## src/rtl/irq_pkg.sv

```systemverilog
package irq_pkg;

    localparam int PRIO_W       = 3;
    localparam int ADDR_W       = 20;
    localparam int NUM_W        = 6;
    localparam int STK_SW_LIMIT = 32;
    localparam int ENTRY_SHIFT  = 2;

    typedef logic [PRIO_W-1:0] prio_t;
    typedef logic [ADDR_W-1:0] addr_t;
    typedef logic [NUM_W-1:0]  num_t;

    typedef struct packed {
        logic  ien;
        logic  stk;
        prio_t ipl;
    } status_t;

    typedef enum logic [1:0] {
        TAKE_NONE = 2'd0,
        TAKE_HW   = 2'd1,
        TAKE_SW   = 2'd2
    } take_e;

    function automatic addr_t entry_addr(addr_t base, num_t n);
        return base + (addr_t'(n) << ENTRY_SHIFT);
    endfunction

    function automatic logic sw_clears_stack(num_t n);
        return (int'(n) < STK_SW_LIMIT);
    endfunction

endpackage

```

## src/rtl/irq_arbiter.sv

```systemverilog
module irq_arbiter
    import irq_pkg::*;
#(
    parameter int NUM_SRC = 15,
    parameter int IDX_W   = 4
) (
    input  logic [NUM_SRC-1:0]        req_i,
    input  logic [NUM_SRC*PRIO_W-1:0] prio_i,
    output logic                      hit_o,
    output logic [IDX_W-1:0]          idx_o,
    output prio_t                     prio_o
);

    // Ascending scan with a strict compare: a later line of equal priority
    // cannot displace an earlier one, and priority 0 never beats the seed.
    always_comb begin
        hit_o  = 1'b0;
        idx_o  = '0;
        prio_o = '0;
        for (int i = 0; i < NUM_SRC; i++) begin
            if (req_i[i] && (prio_i[i*PRIO_W +: PRIO_W] > prio_o)) begin
                hit_o  = 1'b1;
                idx_o  = IDX_W'(i);
                prio_o = prio_i[i*PRIO_W +: PRIO_W];
            end
        end
    end

endmodule

```

## src/rtl/irq_decide.sv

```systemverilog
module irq_decide
    import irq_pkg::*;
#(
    parameter int IDX_W       = 4,
    parameter int HW_NUM_BASE = 0
) (
    input  logic             lock_i,
    input  logic             hit_i,
    input  logic [IDX_W-1:0] idx_i,
    input  prio_t            prio_i,
    input  logic             sw_req_i,
    input  num_t             sw_num_i,
    input  status_t          cur_i,
    output take_e            kind_o,
    output num_t             num_o,
    output status_t          nxt_o
);

    logic hw_ok;

    assign hw_ok = hit_i && cur_i.ien && (prio_i > cur_i.ipl);

    always_comb begin
        kind_o = TAKE_NONE;
        if (!lock_i) begin
            if (sw_req_i)   kind_o = TAKE_SW;
            else if (hw_ok) kind_o = TAKE_HW;
        end
    end

    always_comb begin
        nxt_o = cur_i;
        num_o = '0;
        unique case (kind_o)
            TAKE_SW: begin
                num_o     = sw_num_i;
                nxt_o.ien = 1'b0;
                if (sw_clears_stack(sw_num_i)) nxt_o.stk = 1'b0;
            end
            TAKE_HW: begin
                num_o     = num_t'(HW_NUM_BASE) + num_t'(idx_i);
                nxt_o.ien = 1'b0;
                nxt_o.stk = 1'b0;
                nxt_o.ipl = prio_i;
            end
            default: ;
        endcase
    end

endmodule

```

## src/rtl/irq_vec_gen.sv

```systemverilog
module irq_vec_gen
    import irq_pkg::*;
(
    input  addr_t base_i,
    input  num_t  num_i,
    output addr_t vec_o
);

    assign vec_o = entry_addr(base_i, num_i);

endmodule

```

## src/rtl/irq_accept_unit.sv

```systemverilog
module irq_accept_unit
    import irq_pkg::*;
#(
    parameter int NUM_SRC     = 15,
    parameter int HW_NUM_BASE = 0
) (
    input  logic                      clk,
    input  logic                      rst,
    input  logic [NUM_SRC-1:0]        req_i,
    input  logic [NUM_SRC*PRIO_W-1:0] prio_i,
    input  logic                      sw_req_i,
    input  logic [NUM_W-1:0]          sw_num_i,
    input  logic                      ien_i,
    input  logic                      stk_i,
    input  logic [PRIO_W-1:0]         ipl_i,
    input  logic [ADDR_W-1:0]         tbl_base_i,
    output logic                      take_o,
    output logic                      sw_taken_o,
    output logic [NUM_W-1:0]          num_o,
    output logic [ADDR_W-1:0]         vec_o,
    output logic                      ien_o,
    output logic                      stk_o,
    output logic [PRIO_W-1:0]         ipl_o
);

    localparam int IDX_W = (NUM_SRC > 1) ? $clog2(NUM_SRC) : 1;

    logic             win_hit;
    logic [IDX_W-1:0] win_idx;
    prio_t            win_prio;
    take_e            kind;
    num_t             next_num;
    addr_t            next_vec;
    status_t          cur_st;
    status_t          next_st;
    status_t          st_q;

    assign cur_st = '{ien: ien_i, stk: stk_i, ipl: ipl_i};

    irq_arbiter #(.NUM_SRC(NUM_SRC), .IDX_W(IDX_W)) arb_i (
        .req_i  (req_i),
        .prio_i (prio_i),
        .hit_o  (win_hit),
        .idx_o  (win_idx),
        .prio_o (win_prio)
    );

    irq_decide #(.IDX_W(IDX_W), .HW_NUM_BASE(HW_NUM_BASE)) dec_i (
        .lock_i   (take_o),
        .hit_i    (win_hit),
        .idx_i    (win_idx),
        .prio_i   (win_prio),
        .sw_req_i (sw_req_i),
        .sw_num_i (sw_num_i),
        .cur_i    (cur_st),
        .kind_o   (kind),
        .num_o    (next_num),
        .nxt_o    (next_st)
    );

    irq_vec_gen vec_i (
        .base_i (tbl_base_i),
        .num_i  (next_num),
        .vec_o  (next_vec)
    );

    always_ff @(posedge clk) begin
        if (rst) begin
            take_o     <= 1'b0;
            sw_taken_o <= 1'b0;
            num_o      <= '0;
            vec_o      <= '0;
            st_q       <= '0;
        end else begin
            take_o     <= (kind != TAKE_NONE);
            sw_taken_o <= (kind == TAKE_SW);
            st_q       <= next_st;
            if (kind != TAKE_NONE) begin
                num_o <= next_num;
                vec_o <= next_vec;
            end
        end
    end

    assign ien_o = st_q.ien;
    assign stk_o = st_q.stk;
    assign ipl_o = st_q.ipl;

    // the pulse is never followed by another pulse
    a_r10_single_pulse: assert property (@(posedge clk) disable iff (rst)
        take_o |=> !take_o);

    // taking any request drops the enable flag
    a_r6_ien_cleared: assert property (@(posedge clk) disable iff (rst)
        take_o |-> !ien_o);

    // a maskable take needs enable and a strictly higher priority
    a_r2_hw_gate: assert property (@(posedge clk) disable iff (rst)
        (take_o && !sw_taken_o && !$past(rst)) |-> ($past(ien_i) && (ipl_o > $past(ipl_i))));

    // a maskable take always selects the interrupt stack
    a_r7_hw_stack: assert property (@(posedge clk) disable iff (rst)
        (take_o && !sw_taken_o) |-> !stk_o);

    // a software take keeps the level
    a_r8_sw_level: assert property (@(posedge clk) disable iff (rst)
        (take_o && sw_taken_o && !$past(rst)) |-> (ipl_o == $past(ipl_i)));

    // an unlocked software request is always taken as software
    a_r5_sw_taken: assert property (@(posedge clk) disable iff (rst)
        ($past(sw_req_i) && !$past(take_o) && !$past(rst)) |-> (take_o && sw_taken_o));

    // vector entries stay 4-byte aligned relative to the base
    a_r9_vec_align: assert property (@(posedge clk) disable iff (rst)
        (take_o && !$past(rst)) |-> (vec_o[1:0] == $past(tbl_base_i[1:0])));

endmodule

```

## config.mk

```make
export PLATFORM = sky130hd
export DESIGN_NAME = irq_accept_unit
export DESIGN_NICKNAME = d
export VERILOG_FILES = /design/src/rtl/irq_pkg.sv /design/src/rtl/irq_arbiter.sv /design/src/rtl/irq_decide.sv /design/src/rtl/irq_vec_gen.sv /design/src/rtl/irq_accept_unit.sv
export SDC_FILE = /design/constraint.sdc
export NUM_CORES = 1
export LEC_CHECK = 0
export BUFFER_PORTS_ARGS = -buffer_cell sky130_fd_sc_hd__buf_2
export CORE_UTILIZATION = 58
export CTS_BUF_LIST = sky130_fd_sc_hd__clkbuf_8 sky130_fd_sc_hd__clkbuf_16
export DETAILED_ROUTE_END_ITERATION = 12
export PLACE_DENSITY = 0.91
export SLEW_MARGIN = 20
export SYNTH_ARGS = -nofsm -noshare
export SYNTH_HDL_FRONTEND = slang
export SYNTH_HIERARCHICAL = 1
export SYNTH_SLANG_ARGS = --single-unit
```

## constraint.sdc

```tcl
create_clock -name clk -period 47.7 [get_ports clk]
set_input_delay 9.54 -clock clk [delete_from_list [all_inputs] [get_ports clk]]
set_output_delay 9.54 -clock clk [all_outputs]
set_load 0.05 [all_outputs]
```

After elaboration in Yosys (flattened, before gate mapping)
Index checks and enable logic that the tools add are counted.
Cells by class
  add/subtract/negate cells: 1
  multiply operators: 0
  div/mod/pow operators: 0
  magnitude comparators: 17
  equality and inequality tests: 2
  shifts and indexed selects: 0
  multiplexer cells: 51
  bitwise gates (word level): 0
  reductions and logical operators: 18
Operators with widths (count)
  2-to-1 mux 3 bit: 20
  greater-than comparator 3 bit: 15
  2-to-1 mux 4 bit: 7
  adder 20 x 8 -> 20 bit: 1
  2-to-1 mux 1 bit: 18
  logical AND 1 bit: 17
  case mux 6 bit (2 select lines): 1
  2-to-1 mux 2 bit: 4
  less-than comparator 6 bit (second input constant): 1
  case mux 2 bit (2 select lines): 1
  greater-than comparator 3 x 1 -> 1 bit (second input constant): 1
  equality test 2 x 1 -> 1 bit (second input constant): 1
  equality test 2 bit (second input constant): 1
  nonzero test 2 bit: 1
Storage, ports and cells
  register bits after elaboration: 33
  bits in latches: 0
  RAM bits: 0
  memory bits (read-only): 0
  input bits: 94
  output and inout bits: 33
  logic and storage cells: 96
  memories kept: 0

Longest topological paths before layout
  depth in word-level cells: 53
  mapped depth: 116
  depth with buffers taken out: 115

Cells and area by module
The synthesis kept the hierarchy.
By module, submodules not included
  irq_arbiter: times used 1, cells an instance 316, area each 2117.0 um^2, sequential area each 0.0 um^2
  irq_accept_unit: times used 1, cells an instance 132, area each 1251.2 um^2, sequential area each 660.6 um^2
  irq_vec_gen: times used 1, cells an instance 82, area each 606.8 um^2, sequential area each 0.0 um^2
  irq_decide: times used 1, cells an instance 26, area each 234.0 um^2, sequential area each 0.0 um^2

Least setup slack after synthesis
OpenSTA, ideal clock, no wires.
  path type: input-to-reg
  start: input req_i[0]
  end: register vec_o[14]
  setup time: 0.070 ns
  arrival: 29.152 ns
  required time: 47.630 ns
  setup slack: 18.478 ns
  stages: 106
  buffers on the path: 1
  path through: nand2_1 -> ha_1 -> and2b_1 -> o2111ai_4 -> o21ai_0 -> ha_1 -> nor2_1 -> o21ai_0 -> a21oi_1 -> mux2_4 -> ha_1 -> nor2_1 -> a41oi_1 -> a31oi_2 -> a311oi_4 -> a21bo_2 -> mux2i_2 -> inv_1 -> (+70 left out) -> nand2b_1 -> nand3_1 -> nand2_1 -> o31ai_1 -> inv_1 -> ha_1 -> and3_1 -> a211oi_4 -> a22o_1 -> ha_1 -> inv_1 -> fa_1 -> nor2b_1 -> o211a_1 -> o21ai_2 -> o311ai_2 -> o21ai_0 -> a21oi_1
Between the ends
  word-level cells in the longest chain between the ends: 52
  elaborated cells between the ends (all ways): 84
  classes of those cells: add/sub: 1; order compare: 15; eq/ne: 2; mux: 48; reduce/logical: 18
RTL lines
  start: declaration: RTL line irq_accept_unit.sv:9  | input logic [NUM_SRC-1:0] req_i,
  logical AND 1 bit (*): RTL line irq_arbiter.sv:21  | if (req_i[i] && (prio_i[i*PRIO_W +: PRIO_W] > prio_o)) begin
  2-to-1 mux 3 bit (*): RTL line irq_arbiter.sv:21
  greater-than comparator 3 bit: RTL line irq_arbiter.sv:21
  logical AND 1 bit: RTL line irq_arbiter.sv:21
  2-to-1 mux 3 bit (*): RTL line irq_arbiter.sv:21
  greater-than comparator 3 bit: RTL line irq_arbiter.sv:21
  logical AND 1 bit: RTL line irq_arbiter.sv:21
  2-to-1 mux 3 bit (*): RTL line irq_arbiter.sv:21
  (+36 left out)
  net win_prio[0]: RTL line irq_accept_unit.sv:30  | prio_t win_prio;
  (+3 left out)
  2-to-1 mux 2 bit (*): RTL line irq_decide.sv:26  | if (sw_req_i) kind_o = TAKE_SW;
  2-to-1 mux 2 bit (*): RTL line irq_decide.sv:25  | if (!lock_i) begin
  net kind[0]: RTL line irq_accept_unit.sv:31  | take_e kind;
  equality test 2 x 1 -> 1 bit / equality test 2 bit (equally long branches): RTL line irq_decide.sv:34  | unique case (kind_o)
  case mux 6 bit (2 select lines) (*): RTL line irq_decide.sv:34
  net next_num[0]: RTL line irq_accept_unit.sv:32  | num_t next_num;
  adder 20 x 8 -> 20 bit (*): RTL line irq_pkg.sv:26  | return base + (addr_t'(n) << ENTRY_SHIFT);
  net next_vec[14]: RTL line irq_accept_unit.sv:33  | addr_t next_vec;
  end signal: assignment: RTL line irq_accept_unit.sv:80  | vec_o <= next_vec;
  end: declaration: RTL line irq_accept_unit.sv:20  | output logic [ADDR_W-1:0] vec_o,
The timed path passes the listed nets; every way through them passes the cells marked *.
A chain may end at the register's enable or synchronous reset.

Worst setup path after layout
Same ends and word-level chain as after synthesis.

==> results.txt <==
outcome = finished, final reports clean
post-synth top area cell = dfxtp_1
hold_buf cts = 0
Required @ worst endpoint = 47.92 ns
Pre-Repair DR Iteration Count = 6
via count = 4802
synth cell count leaders = o21ai_0 (51), nand2_1 (50), a21oi_1 (49)
DRC viols = 0
Yosys top cell area share = 15.7%
CTS max path bufs = 2
initial antenna violation count = 1
dpl hpwl = 9.11 mm
vias in the first global route = 4439
die area = 0.00760 mm²
final antenna-violating net count = 0
nets = 794
CP Launch Type = primary input
dpl ws = 16.07 ns
Yosys warnings = 6
fraction of layout cells with a size suffix above 1 = 25.7%
layout overhead on the synthesized area = 18.5%
Buffers on Ports = 126
Rows = 30
clk sink count = 33
H-Tree Depth = 2
CP Max Fanout = 29
global route total overflow = 0
DIE HEIGHT = 87.2 µm
WP data arrival = 31.86 ns
Post-CTS Setup Inserts = 0
critical path's slowest cell = a211oi_4
fin crit period = 31.64 ns
GRT Overall Usage = 30.0%
Final TNS setup = 0 ns
most frequent CP cell = ha_1
Main synth FF type = dfxtp_1
peak supply drop = 0.0118 mV
PwrDens = 30.7 mW/mm²
initial DRC count = 295
Highest Clock Rate = 31.6 MHz
Util after Layout = 72.2%
Synth Instances = 556
Min Hold Slack = 0.552 ns
final RePlAce weighted congestion = 1.04
Seq/Total Area, Yosys = 15.7%
global-route wire length before repair = 18.8 mm
worst slew pin tran = 0.955 ns
skew final = 0.0116 ns
placed instance area = 0.00487 mm²
Critical Path End Type = flip-flop
die width = 87.2 µm
Post-synth EDFFs = 0
Slew Viols, Final = 0
slowest cell delay on critical path = 0.75 ns
fin crit share = 66.3%
drt wl/cell = 15.2 µm
Root Driver = clkbuf_8
ys async rst share = 0%
worst setup margin = 16.06 ns
syn avg cell area = 7.57 µm²
Design Area, Final = 0.00499 mm²
RSZ-0062 raised after global routing = false
most frequent cell after synthesis = o21ai_0
max-cap check violation count = 0
CP Class = in2reg
top cells by area, synth = dfxtp_1 (16%), ha_1 (8.3%), o21ai_0 (6.1%)
flops & latches, synth = 33
Yosys cell types = 90
DR vias/cell = 6.24
Clk Latency, worst-skew pair = 0.29 ns
Worst slew margin = 36.2%
cell leakage power = 2.30 nW
pin count of the biggest net entering global routing = 59
clock-pin slew on the worst setup and hold paths = 0.07 ns
WL final = 11.7 mm
TritonCTS clock tree = built
Final Hold Viols = 0
syn nets = 679
synthesized area = 0.00421 mm²
total CTS buffers = 5
IO Pins = 127
hold crit path type = reg2reg
initial core utilization = 60.9%
post-CTS resize count = 0
CORE AREA = 0.00691 mm²
final setup fails = 0
[flip-flops by register name, indices dropped and copies added (netlist names)]
signal / flops
vec_o: 20
num_o: 6
ipl_o: 3
ien_o: 1
stk_o: 1
sw_taken_o: 1
take_o: 1
[logic make-up (layout without fill, tap and decap cells)]
logic type	Yosys count	in the layout	synth area share [%]
AND/OR/NAND/NOR	214	214	29.1
AO/OA/AOI/OAI	199	199	33.6
buffers and inverters	52	168	5.38
adder cells (fa/ha/maj)	35	35	10.3
flip-flops	33	33	15.7
multiplexers	12	12	3.72
XOR/XNOR	11	11	2.29
other	0	1	0
[layer usage]
| layer | GRT usage (%) | wire length (µm) |
|---|---|---|
| met3 | 5.31 | 851 |
| met2 | 52.8 | 5630 |
| met4 | 13.7 | 386 |
| met1 | 35.6 | 4810 |
| met5 | 0 | 0 |
[placed cells by master (no fill, tap or decap), types with 7 or more instances in the layout]
cell type,count
a21oi_1,49
a31oi_1,8
and2_1,14
and3_1,10
buf_2,126
dfxtp_1,33
ha_1,28
inv_1,33
nand2_1,50
nand2b_1,9
nand3_1,17
nand4_1,10
nor2_1,37
nor2b_1,11
o211ai_1,7
o21ai_0,51
or3b_1,26
xnor2_1,11
[worst paths after layout]
path,endpoint,cells after the start,slack (ns),start
max reg2reg,vec_o[14],12,44.18,take_o
max,vec_o[14],114,16.06,req_i[0]
min reg2reg,num_o[4],2,0.55,num_o[4]
min,num_o[4],2,0.55,num_o[4]
[worst max-delay path, delay by kind of cell]
family | cells | cell delay [ns]
compound gates | 44 | 8.78
fa+ha+maj | 22 | 6.24
simple gates | 39 | 5.56
mux | 4 | 1.34
buf+inv | 5 | 0.39
[stage by stage]
stage               cells  total power [mW]
finish                769             0.153
global route          769             0.164
CTS                   768             0.152
detailed placement    760             0.125
global placement      760             0.121
floorplan             556             0.104
[report_power, final]
| part | internal (mW) | switching, mW |
|---|---|---|
| sequential | 0.0308 | 0.00127 |
| combinational | 0.0370 | 0.0569 |
| clock | 0.0168 | 0.0104 |
[area by class of cell]
type / count / area [µm²]
multi-input combinational: 471 / 3320
fill: 563 / 1920
sequential: 33 / 661
timing repair buffer: 128 / 646
inverter: 32 / 120
tap: 96 / 120
clock buffer: 6 / 82.6
clock inverter: 2 / 33.8
antenna: 1 / 2.50
Power figures use the tool's default switching activity.
